===== config.mk =====
export PLATFORM = sky130hd
export DESIGN_NAME = instr_decoder
export DESIGN_NICKNAME = d
export VERILOG_FILES = /design/src/rtl/instr_dec_pkg.sv /design/src/rtl/idec_fields.sv /design/src/rtl/idec_ctrl.sv /design/src/rtl/idec_const.sv /design/src/rtl/instr_decoder.sv
export SDC_FILE = /design/constraint.sdc
export NUM_CORES = 1
export LEC_CHECK = 0
export BUFFER_PORTS_ARGS = -buffer_cell sky130_fd_sc_hd__buf_2
export CORE_MARGIN = 2
export CORE_UTILIZATION = 25
export DETAILED_ROUTE_END_ITERATION = 8
export MAX_ROUTING_LAYER = met4
export PLACE_DENSITY = 0.73
export RECOVER_POWER = 100
export SLEW_MARGIN = 20
export SYNTH_ARGS = -nofsm -noshare
export SYNTH_HDL_FRONTEND = slang
export SYNTH_SLANG_ARGS = --single-unit

===== constraint.sdc =====
create_clock -name vclk -period 1.4
set_input_delay 0.28 -clock vclk [all_inputs]
set_output_delay 0.28 -clock vclk [all_outputs]
set_load 0.005 [all_outputs]

===== src/rtl/instr_dec_pkg.sv =====
package instr_dec_pkg;
  localparam int INSTR_W = 16;
  localparam int REG_AW  = 3;
  localparam int FS_W    = 5;
  localparam int COND_W  = 3;
  localparam int SUB_W   = 4;
  localparam int IMM_W   = 3;
  localparam int OFS_W   = 2 * IMM_W;
  localparam logic [FS_W-1:0] FS_PASS_B = 5'b10000;

  typedef enum logic [2:0] {
    CAT_REG_ALU   = 3'b000,
    CAT_STORE     = 3'b001,
    CAT_LOAD      = 3'b010,
    CAT_LDCONST   = 3'b011,
    CAT_IMM_ALU   = 3'b100,
    CAT_IMM_SHIFT = 3'b101,
    CAT_BRANCH    = 3'b110,
    CAT_JUMP      = 3'b111
  } category_e;

  typedef struct packed {
    logic              b_from_const;
    logic              d_from_mem;
    logic              reg_wr;
    logic              mem_wr;
    logic [FS_W-1:0]   alu_func;
    logic              is_jump;
    logic              is_branch;
    logic [COND_W-1:0] br_cond;
  } ctrl_word_t;
endpackage


===== src/rtl/idec_fields.sv =====
module idec_fields
  import instr_dec_pkg::*;
(
  input  logic [INSTR_W-1:0] instr,
  output category_e          cat,
  output logic [SUB_W-1:0]   sub,
  output logic [REG_AW-1:0]  dst,
  output logic [REG_AW-1:0]  sa,
  output logic [REG_AW-1:0]  sb,
  output logic [OFS_W-1:0]   offset
);
  always_comb begin
    cat    = category_e'(instr[15:13]);
    sub    = instr[12:9];
    dst    = instr[8:6];
    sa     = instr[5:3];
    sb     = instr[2:0];
    offset = {instr[8:6], instr[2:0]};
  end
endmodule


===== src/rtl/idec_ctrl.sv =====
module idec_ctrl
  import instr_dec_pkg::*;
(
  input  category_e        cat,
  input  logic [SUB_W-1:0] sub,
  output ctrl_word_t       cw
);
  logic sub_zero;
  assign sub_zero = (sub == '0);

  always_comb begin
    cw = '0;
    unique case (cat)
      CAT_REG_ALU: begin
        cw.reg_wr   = 1'b1;
        cw.alu_func = {1'b0, sub};
      end
      CAT_STORE: begin
        cw.mem_wr = sub_zero;
      end
      CAT_LOAD: begin
        cw.reg_wr     = sub_zero;
        cw.d_from_mem = sub_zero;
      end
      CAT_LDCONST: begin
        cw.reg_wr       = sub_zero;
        cw.b_from_const = sub_zero;
        cw.alu_func     = sub_zero ? FS_PASS_B : '0;
      end
      CAT_IMM_ALU: begin
        cw.reg_wr       = 1'b1;
        cw.b_from_const = 1'b1;
        cw.alu_func     = {1'b0, sub};
      end
      CAT_IMM_SHIFT: begin
        cw.reg_wr       = 1'b1;
        cw.b_from_const = 1'b1;
        cw.alu_func     = {1'b1, sub};
      end
      CAT_BRANCH: begin
        cw.is_branch = ~sub[SUB_W-1];
        cw.br_cond   = sub[SUB_W-1] ? '0 : sub[COND_W-1:0];
      end
      CAT_JUMP: begin
        cw.is_jump = sub_zero;
      end
      default: cw = '0;
    endcase
  end

  // exclusive enables and exclusive control-flow flags
  always_comb begin
    a_r11_wr_excl: assert (!(cw.reg_wr && cw.mem_wr))
      else $error("reg and mem write together");
    a_r11_flow_excl: assert (!(cw.is_jump && cw.is_branch))
      else $error("jump and branch together");
  end

  // a word with no effect must also carry quiet selects
  always_comb begin
    if (!(cw.reg_wr || cw.mem_wr || cw.is_jump || cw.is_branch)) begin
      a_r10_quiet: assert (cw.alu_func == '0 && !cw.b_from_const && !cw.d_from_mem)
        else $error("inactive word with live selects");
    end
  end
endmodule


===== src/rtl/idec_const.sv =====
module idec_const
  import instr_dec_pkg::*;
#(
  parameter int DATA_W = 16
) (
  input  logic [IMM_W-1:0]  imm,
  input  logic [OFS_W-1:0]  offset,
  input  logic              use_offset,
  output logic [DATA_W-1:0] value
);
  localparam int IMM_PAD = DATA_W - IMM_W;
  localparam int OFS_PAD = DATA_W - OFS_W;

  logic [DATA_W-1:0] imm_ext;
  logic [DATA_W-1:0] ofs_ext;

  generate
    if (DATA_W > OFS_W) begin : g_extend
      assign imm_ext = {{IMM_PAD{imm[IMM_W-1]}}, imm};
      assign ofs_ext = {{OFS_PAD{offset[OFS_W-1]}}, offset};
    end else begin : g_exact
      assign imm_ext = DATA_W'(signed'(imm));
      assign ofs_ext = offset[DATA_W-1:0];
    end
  endgenerate

  assign value = use_offset ? ofs_ext : imm_ext;
endmodule


===== src/rtl/instr_decoder.sv =====
module instr_decoder
  import instr_dec_pkg::*;
#(
  parameter int DATA_W = 16
) (
  input  logic [15:0]       instr,
  output logic [2:0]        dst_sel,
  output logic [2:0]        srca_sel,
  output logic [2:0]        srcb_sel,
  output logic              b_from_const,
  output logic [4:0]        alu_func,
  output logic              d_from_mem,
  output logic              reg_wr,
  output logic              mem_wr,
  output logic [DATA_W-1:0] const_out,
  output logic              is_jump,
  output logic              is_branch,
  output logic [2:0]        br_cond
);
  category_e         cat;
  logic [SUB_W-1:0]  sub;
  logic [OFS_W-1:0]  offset;
  ctrl_word_t        cw;

  idec_fields u_fields (
    .instr  (instr),
    .cat    (cat),
    .sub    (sub),
    .dst    (dst_sel),
    .sa     (srca_sel),
    .sb     (srcb_sel),
    .offset (offset)
  );

  idec_ctrl u_ctrl (
    .cat (cat),
    .sub (sub),
    .cw  (cw)
  );

  idec_const #(.DATA_W(DATA_W)) u_const (
    .imm        (srcb_sel),
    .offset     (offset),
    .use_offset (cat == CAT_BRANCH || cat == CAT_JUMP),
    .value      (const_out)
  );

  assign b_from_const = cw.b_from_const;
  assign alu_func     = cw.alu_func;
  assign d_from_mem   = cw.d_from_mem;
  assign reg_wr       = cw.reg_wr;
  assign mem_wr       = cw.mem_wr;
  assign is_jump      = cw.is_jump;
  assign is_branch    = cw.is_branch;
  assign br_cond      = cw.br_cond;

  // control-flow offsets stay within the 6-bit signed range
  always_comb begin
    if (is_branch || is_jump) begin
      a_r8_offset_ext: assert (const_out[DATA_W-1:OFS_W-1] == {(DATA_W-OFS_W+1){const_out[OFS_W-1]}})
        else $error("offset not sign-extended");
    end
  end

  // a constant operand fits the 3-bit signed range
  always_comb begin
    if (b_from_const) begin
      a_r3_imm_ext: assert (const_out[DATA_W-1:IMM_W-1] == {(DATA_W-IMM_W+1){const_out[IMM_W-1]}})
        else $error("immediate not sign-extended");
    end
  end

  // a store reads its data from the register file and writes no register
  always_comb begin
    if (mem_wr) begin
      a_r5_store_src: assert (!b_from_const && !reg_wr && !d_from_mem)
        else $error("store with wrong selects");
    end
  end
endmodule


==> After elaboration in Yosys (flattened, before gate mapping) <==
Index checks and enable logic that the tools add are counted.
{ "op_classes": {"reduce_logical": 7, "mux": 10, "bitwise_logic": 1, "eq_ne": 7} }
{ "ops": {"columns": ["cell", "count"], "rows": [
  ["$mux W16", 1],
  ["$pmux W5 S3", 1],
  ["$eq A3 B3 Y1 const B", 4],
  ["$eq A3 B2 Y1 const B", 2],
  ["$reduce_or A2 Y1", 3],
  ["$mux W5", 1],
  ["$logic_not A4 Y1", 1],
  ["$mux W4", 1],
  ["$pmux W1 S2", 2],
  ["$eq A3 B1 Y1 const B", 1],
  ["$logic_not A3 Y1", 1],
  ["$mux W1", 3],
  ["$mux W3", 1],
  ["$reduce_or A3 Y1", 1],
  ["$logic_or A1 B1 Y1", 1],
  ["$not A1 Y1", 1]
]} }
{ "word_totals": {"output_inout_bits": 39, "input_bits": 16, "reg_bits": 0, "elab_cells": 25} }

==> Longest topological paths before layout <==
{ "logic_depth": {"ltp_word": 3, "depth_mapped": 4, "ltp_nobuf": 2} }

==> By module <==
Synthesis repeated with hierarchy kept, for this count alone.
{ "unflattened": {"cells_unflattened": 63, "hier_area_um2": 520.5} }
{ "by_module_without_submodules": {"columns": ["mod", "n_inst", "cells_per_inst", "area_per_inst_um2", "seq_area_each_um2"], "rows": [
  ["idec_const", 1, 17, 176.4, 0.0],
  ["idec_ctrl", 1, 23, 172.7, 0.0],
  ["idec_fields", 1, 22, 165.2, 0.0],
  ["instr_decoder", 1, 1, 6.3, 0.0]
]} }

==> Worst setup path before layout <==
No wires, ideal clock.
{ "synth_path": {"kind": "input-to-output", "startpoint": "in instr[11]", "endpoint": "out mem_wr", "path_buffers": 1, "required_time_ps": 1120, "arrival_ps": 1141, "slack_ps": -21, "stages": 3, "cell_sequence": "or4_4 buf_6 nor4b_4"} }
{ "synth_via": {"elab_chain_cells": 2} }
{ "synth_lines": {"columns": ["item", "line", "rtl"], "rows": [
  ["from (decl)", "instr_decoder.sv:6", "input logic [15:0] instr,"],
  ["$logic_not A4 Y1", "idec_ctrl.sv:9", "assign sub_zero = (sub == '0);"],
  ["$mux W1", "idec_ctrl.sv:13", "unique case (cat)"],
  ["to (decl)", "instr_decoder.sv:14", "output logic mem_wr,"]
]} }
No other way between the ends.

==> Worst setup path in the final report <==
{ "layout_path": {"startpoint": "in instr[11]", "endpoint": "out reg_wr"} }
{ "layout_via": {"elab_chain_cells": 2} }
{ "layout_lines": {"columns": ["item", "line", "rtl"], "rows": [
  ["$logic_not A4 Y1", "idec_ctrl.sv:9", null],
  ["$pmux W1 S2", "idec_ctrl.sv:13", null],
  ["to (decl)", "instr_decoder.sv:13", "output logic reg_wr,"]
]} }
No other way between the ends.

==> run_results.csv <==
group,metric,value,unit
drt,drt_iter0_drc,0,
worst_setup_path,end_kind,"primary output",
grt,grt_antenna_before_repair,0,
placement,gp_congestion,0.604,
placement,dpl-instance-area,472,um^2
power,comb_power_share,1.000,
cells_and_area,design.seq.count,0,
die,die_h,43.1,um
cells_and_area,drive_above_1_share,0.740,
timing,hold_violations,0,
grt,grt_overflow,0,
run_status,status,"finished with violations",
timing,post-route-period-util,1.15,
die,die_area,1860,um^2
cells_and_area,ff_latch_area,0,um^2
placement,dp_cells,88,
grt,grt_usage,0.0916,
cells_and_area,num_antenna_cells,0,
drt,antenna_left,0,
cells_and_area,fill_cells,174,
timing,final_max_slew_viol_count,0,
yosys,synth_area_leaders,"buf_4 (45%), nor3b_1 (7.9%), a31o_2 (6.9%), nor4b_4 (6.2%), nand3b_1 (3.9%)",
yosys,avgSynthCellArea,7.63,um^2
drt,vias,402,
yosys,yosysTopAreaCellShare,0.452,
cells_and_area,fin_area,499,um^2
run_status,violations,"setup timing",
yosys,synth.largest_area_cell,"buf_4",
power,finalPower,0.142,mW
timing,final-setup-viol-count,6,
power,sw_frac_of_total,0.446,
worst_setup_path,critPathKind,"input port to primary output",
worst_setup_path,slowest_delay,580,ps
cells_and_area,final_cells,89,
timing,rsz0062_at_grt,"yes",
cells_and_area,utilization,0.339,
cts,hold_buffers,0,
timing,layout_setup_ws,-207,ps
worst_setup_path,crit_chain,"buf_6, or4_4, buf_4, o22ai_2, buf_2",
cells_and_area,nClkBuffers,0,
hold_path,hold_end,"srca_sel[2]",
die,coreArea,1470,um^2
die,row_count,14,
placement,hpwl,778,um
yosys,netlist_top_cells_count,"buf_4 (23), nor3b_1 (4), a31o_2 (3)",
yosys,synthCells,50,
yosys,synth_fp_nets,66,
timing,period_needed,1610,ps
cells_and_area,synthToLayoutAreaGrowth,30.8,%
grt,first_global_vias,327,
power,p_int,0.0788,mW
worst_setup_path,worstPathMaxFanout,6,
die,ioPinCount,55,
drt,vias_per_cell,4.52,
placement,portBuffers,43,
yosys,ys_types,20,
worst_setup_path,cp.arrival,1330,ps
power,power.density,285,nW/um^2
timing,worst_slew_pin_slew,355,ps
drt,post_drt_wl_per_cell,9.92,um
hold_path,hold-path-cell-count,0,
power,clkPwrFrac,0,
worst_setup_path,critPathBufInv,3,
hold_path,worst_hold_path_type,"input port to primary output",
grt,grt_pass1_wl,1.39,mm
timing,fmax,0.622,GHz
hold_path,hp-start,"instr[5]",
worst_setup_path,slowest_stage,"or4_4",
yosys,yosysMostFrequentCell,"buf_4",
worst_setup_path,critPathRequiredTime,1120,ps
die,die_w,43.1,um
timing,maxSlewHeadroom,0.763,
yosys,ys_seq_area_frac,0,
drt,drc_errors,0,
power,seqPwrFrac,0,
worst_setup_path,critPathLaunchType,"input port",
grt,grt_max_degree,12,
cells_and_area,fin_nets,91,
job,cap_violations,0,
yosys,netlist_area,382,um^2
die,start_util,0.259,
power,power.switching,0.0634,mW
power,ir_worst_vdd,0.0820,mV
drt,drt-total-wl,883,um
power,power.leakage,0.275,nW
timing,tns,-780,ps
drt,drt_pass1_iterations,1,
yosys,ys.warnings.count,0,
worst_setup_path,path_delay_family,"simple AND/OR/NAND/NOR gates",
==> timing repair <==
item                       4_1_cts  5_1_grt
gates cloned                     0        0
resized for setup                2        2
setup buffers                    0        1
pin swaps                        3        3
setup endpoints to repair        6        6
==> kinds of logic after synthesis <==
| logic type | after synthesis | synth area share |
|---|---|---|
| buf+inv | 26 | 0.502 |
| compound gates | 7 | 0.134 |
| simple gates | 17 | 0.364 |
==> final cells by class <==
cell class / count / area, um^2 / share of cell area
Tap cell: 16 / 20.0 / 0.0401
Inverter: 1 / 3.75 / 0.00752
Timing Repair Buffer: 48 / 274 / 0.549
Multi-Input combinational cell: 24 / 201 / 0.404
==> layer usage <==
layer,global-route usage,up-vias,share of wire
met5,-,-,0
met4,0,0,0
met3,0.0170,0,0.15
met2,0.173,30,0.48
met1,0.106,173,0.38
li1,-,199,-
==> how the worst max path moves through the flow <==
stage | start | to | slack [ps] | depth (start not counted)
final | instr[11] | reg_wr | -210 | 5
after global routing | instr[11] | mem_wr | -250 | 4
after CTS | instr[11] | mem_wr | -200 | 4
after detailed placement | instr[11] | mem_wr | -210 | 4
after global placement | instr[11] | mem_wr | -210 | 4
after floorplan | instr[11] | mem_wr | -20 | 3
==> cells in the final DEF (no fill, tap or decap) <==
master and count:
buf_2 37, nor3b_1 4, buf_4 4, a31o_2 3, clkbuf_1 3, nand3b_1 2, and2_1 2, buf_6 2
nor2b_1 1, inv_1 1, or4_4 1, o22ai_1 1, a21boi_0 1, and4bb_2 1, and2_2 1, nand2b_1 1
o22ai_2 1, o21ai_1 1, nand3_1 1, nor2_1 1, nor3_2 1, nor4b_4 1, clkbuf_2 1, buf_12 1
==> power groups by stage <==
stage          Sequential, mW  Clock [mW]  Combinational, mW
6_report                    0           0              0.142
2_1_floorplan               0           0              0.113
4_1_cts                     0           0              0.141
5_1_grt                     0           0              0.156
3_5_place_dp                0           0              0.138
3_3_place_gp                0           0              0.136
==> metrics by stage <==
step	hold slack [ps]	worst slack [ps]
after global placement	560	-206
after detailed placement	560	-205
after global routing	560	-249
final	560	-207
after CTS	560	-198
after floorplan	580	-20.7
(Power assumes the default switching activity.)
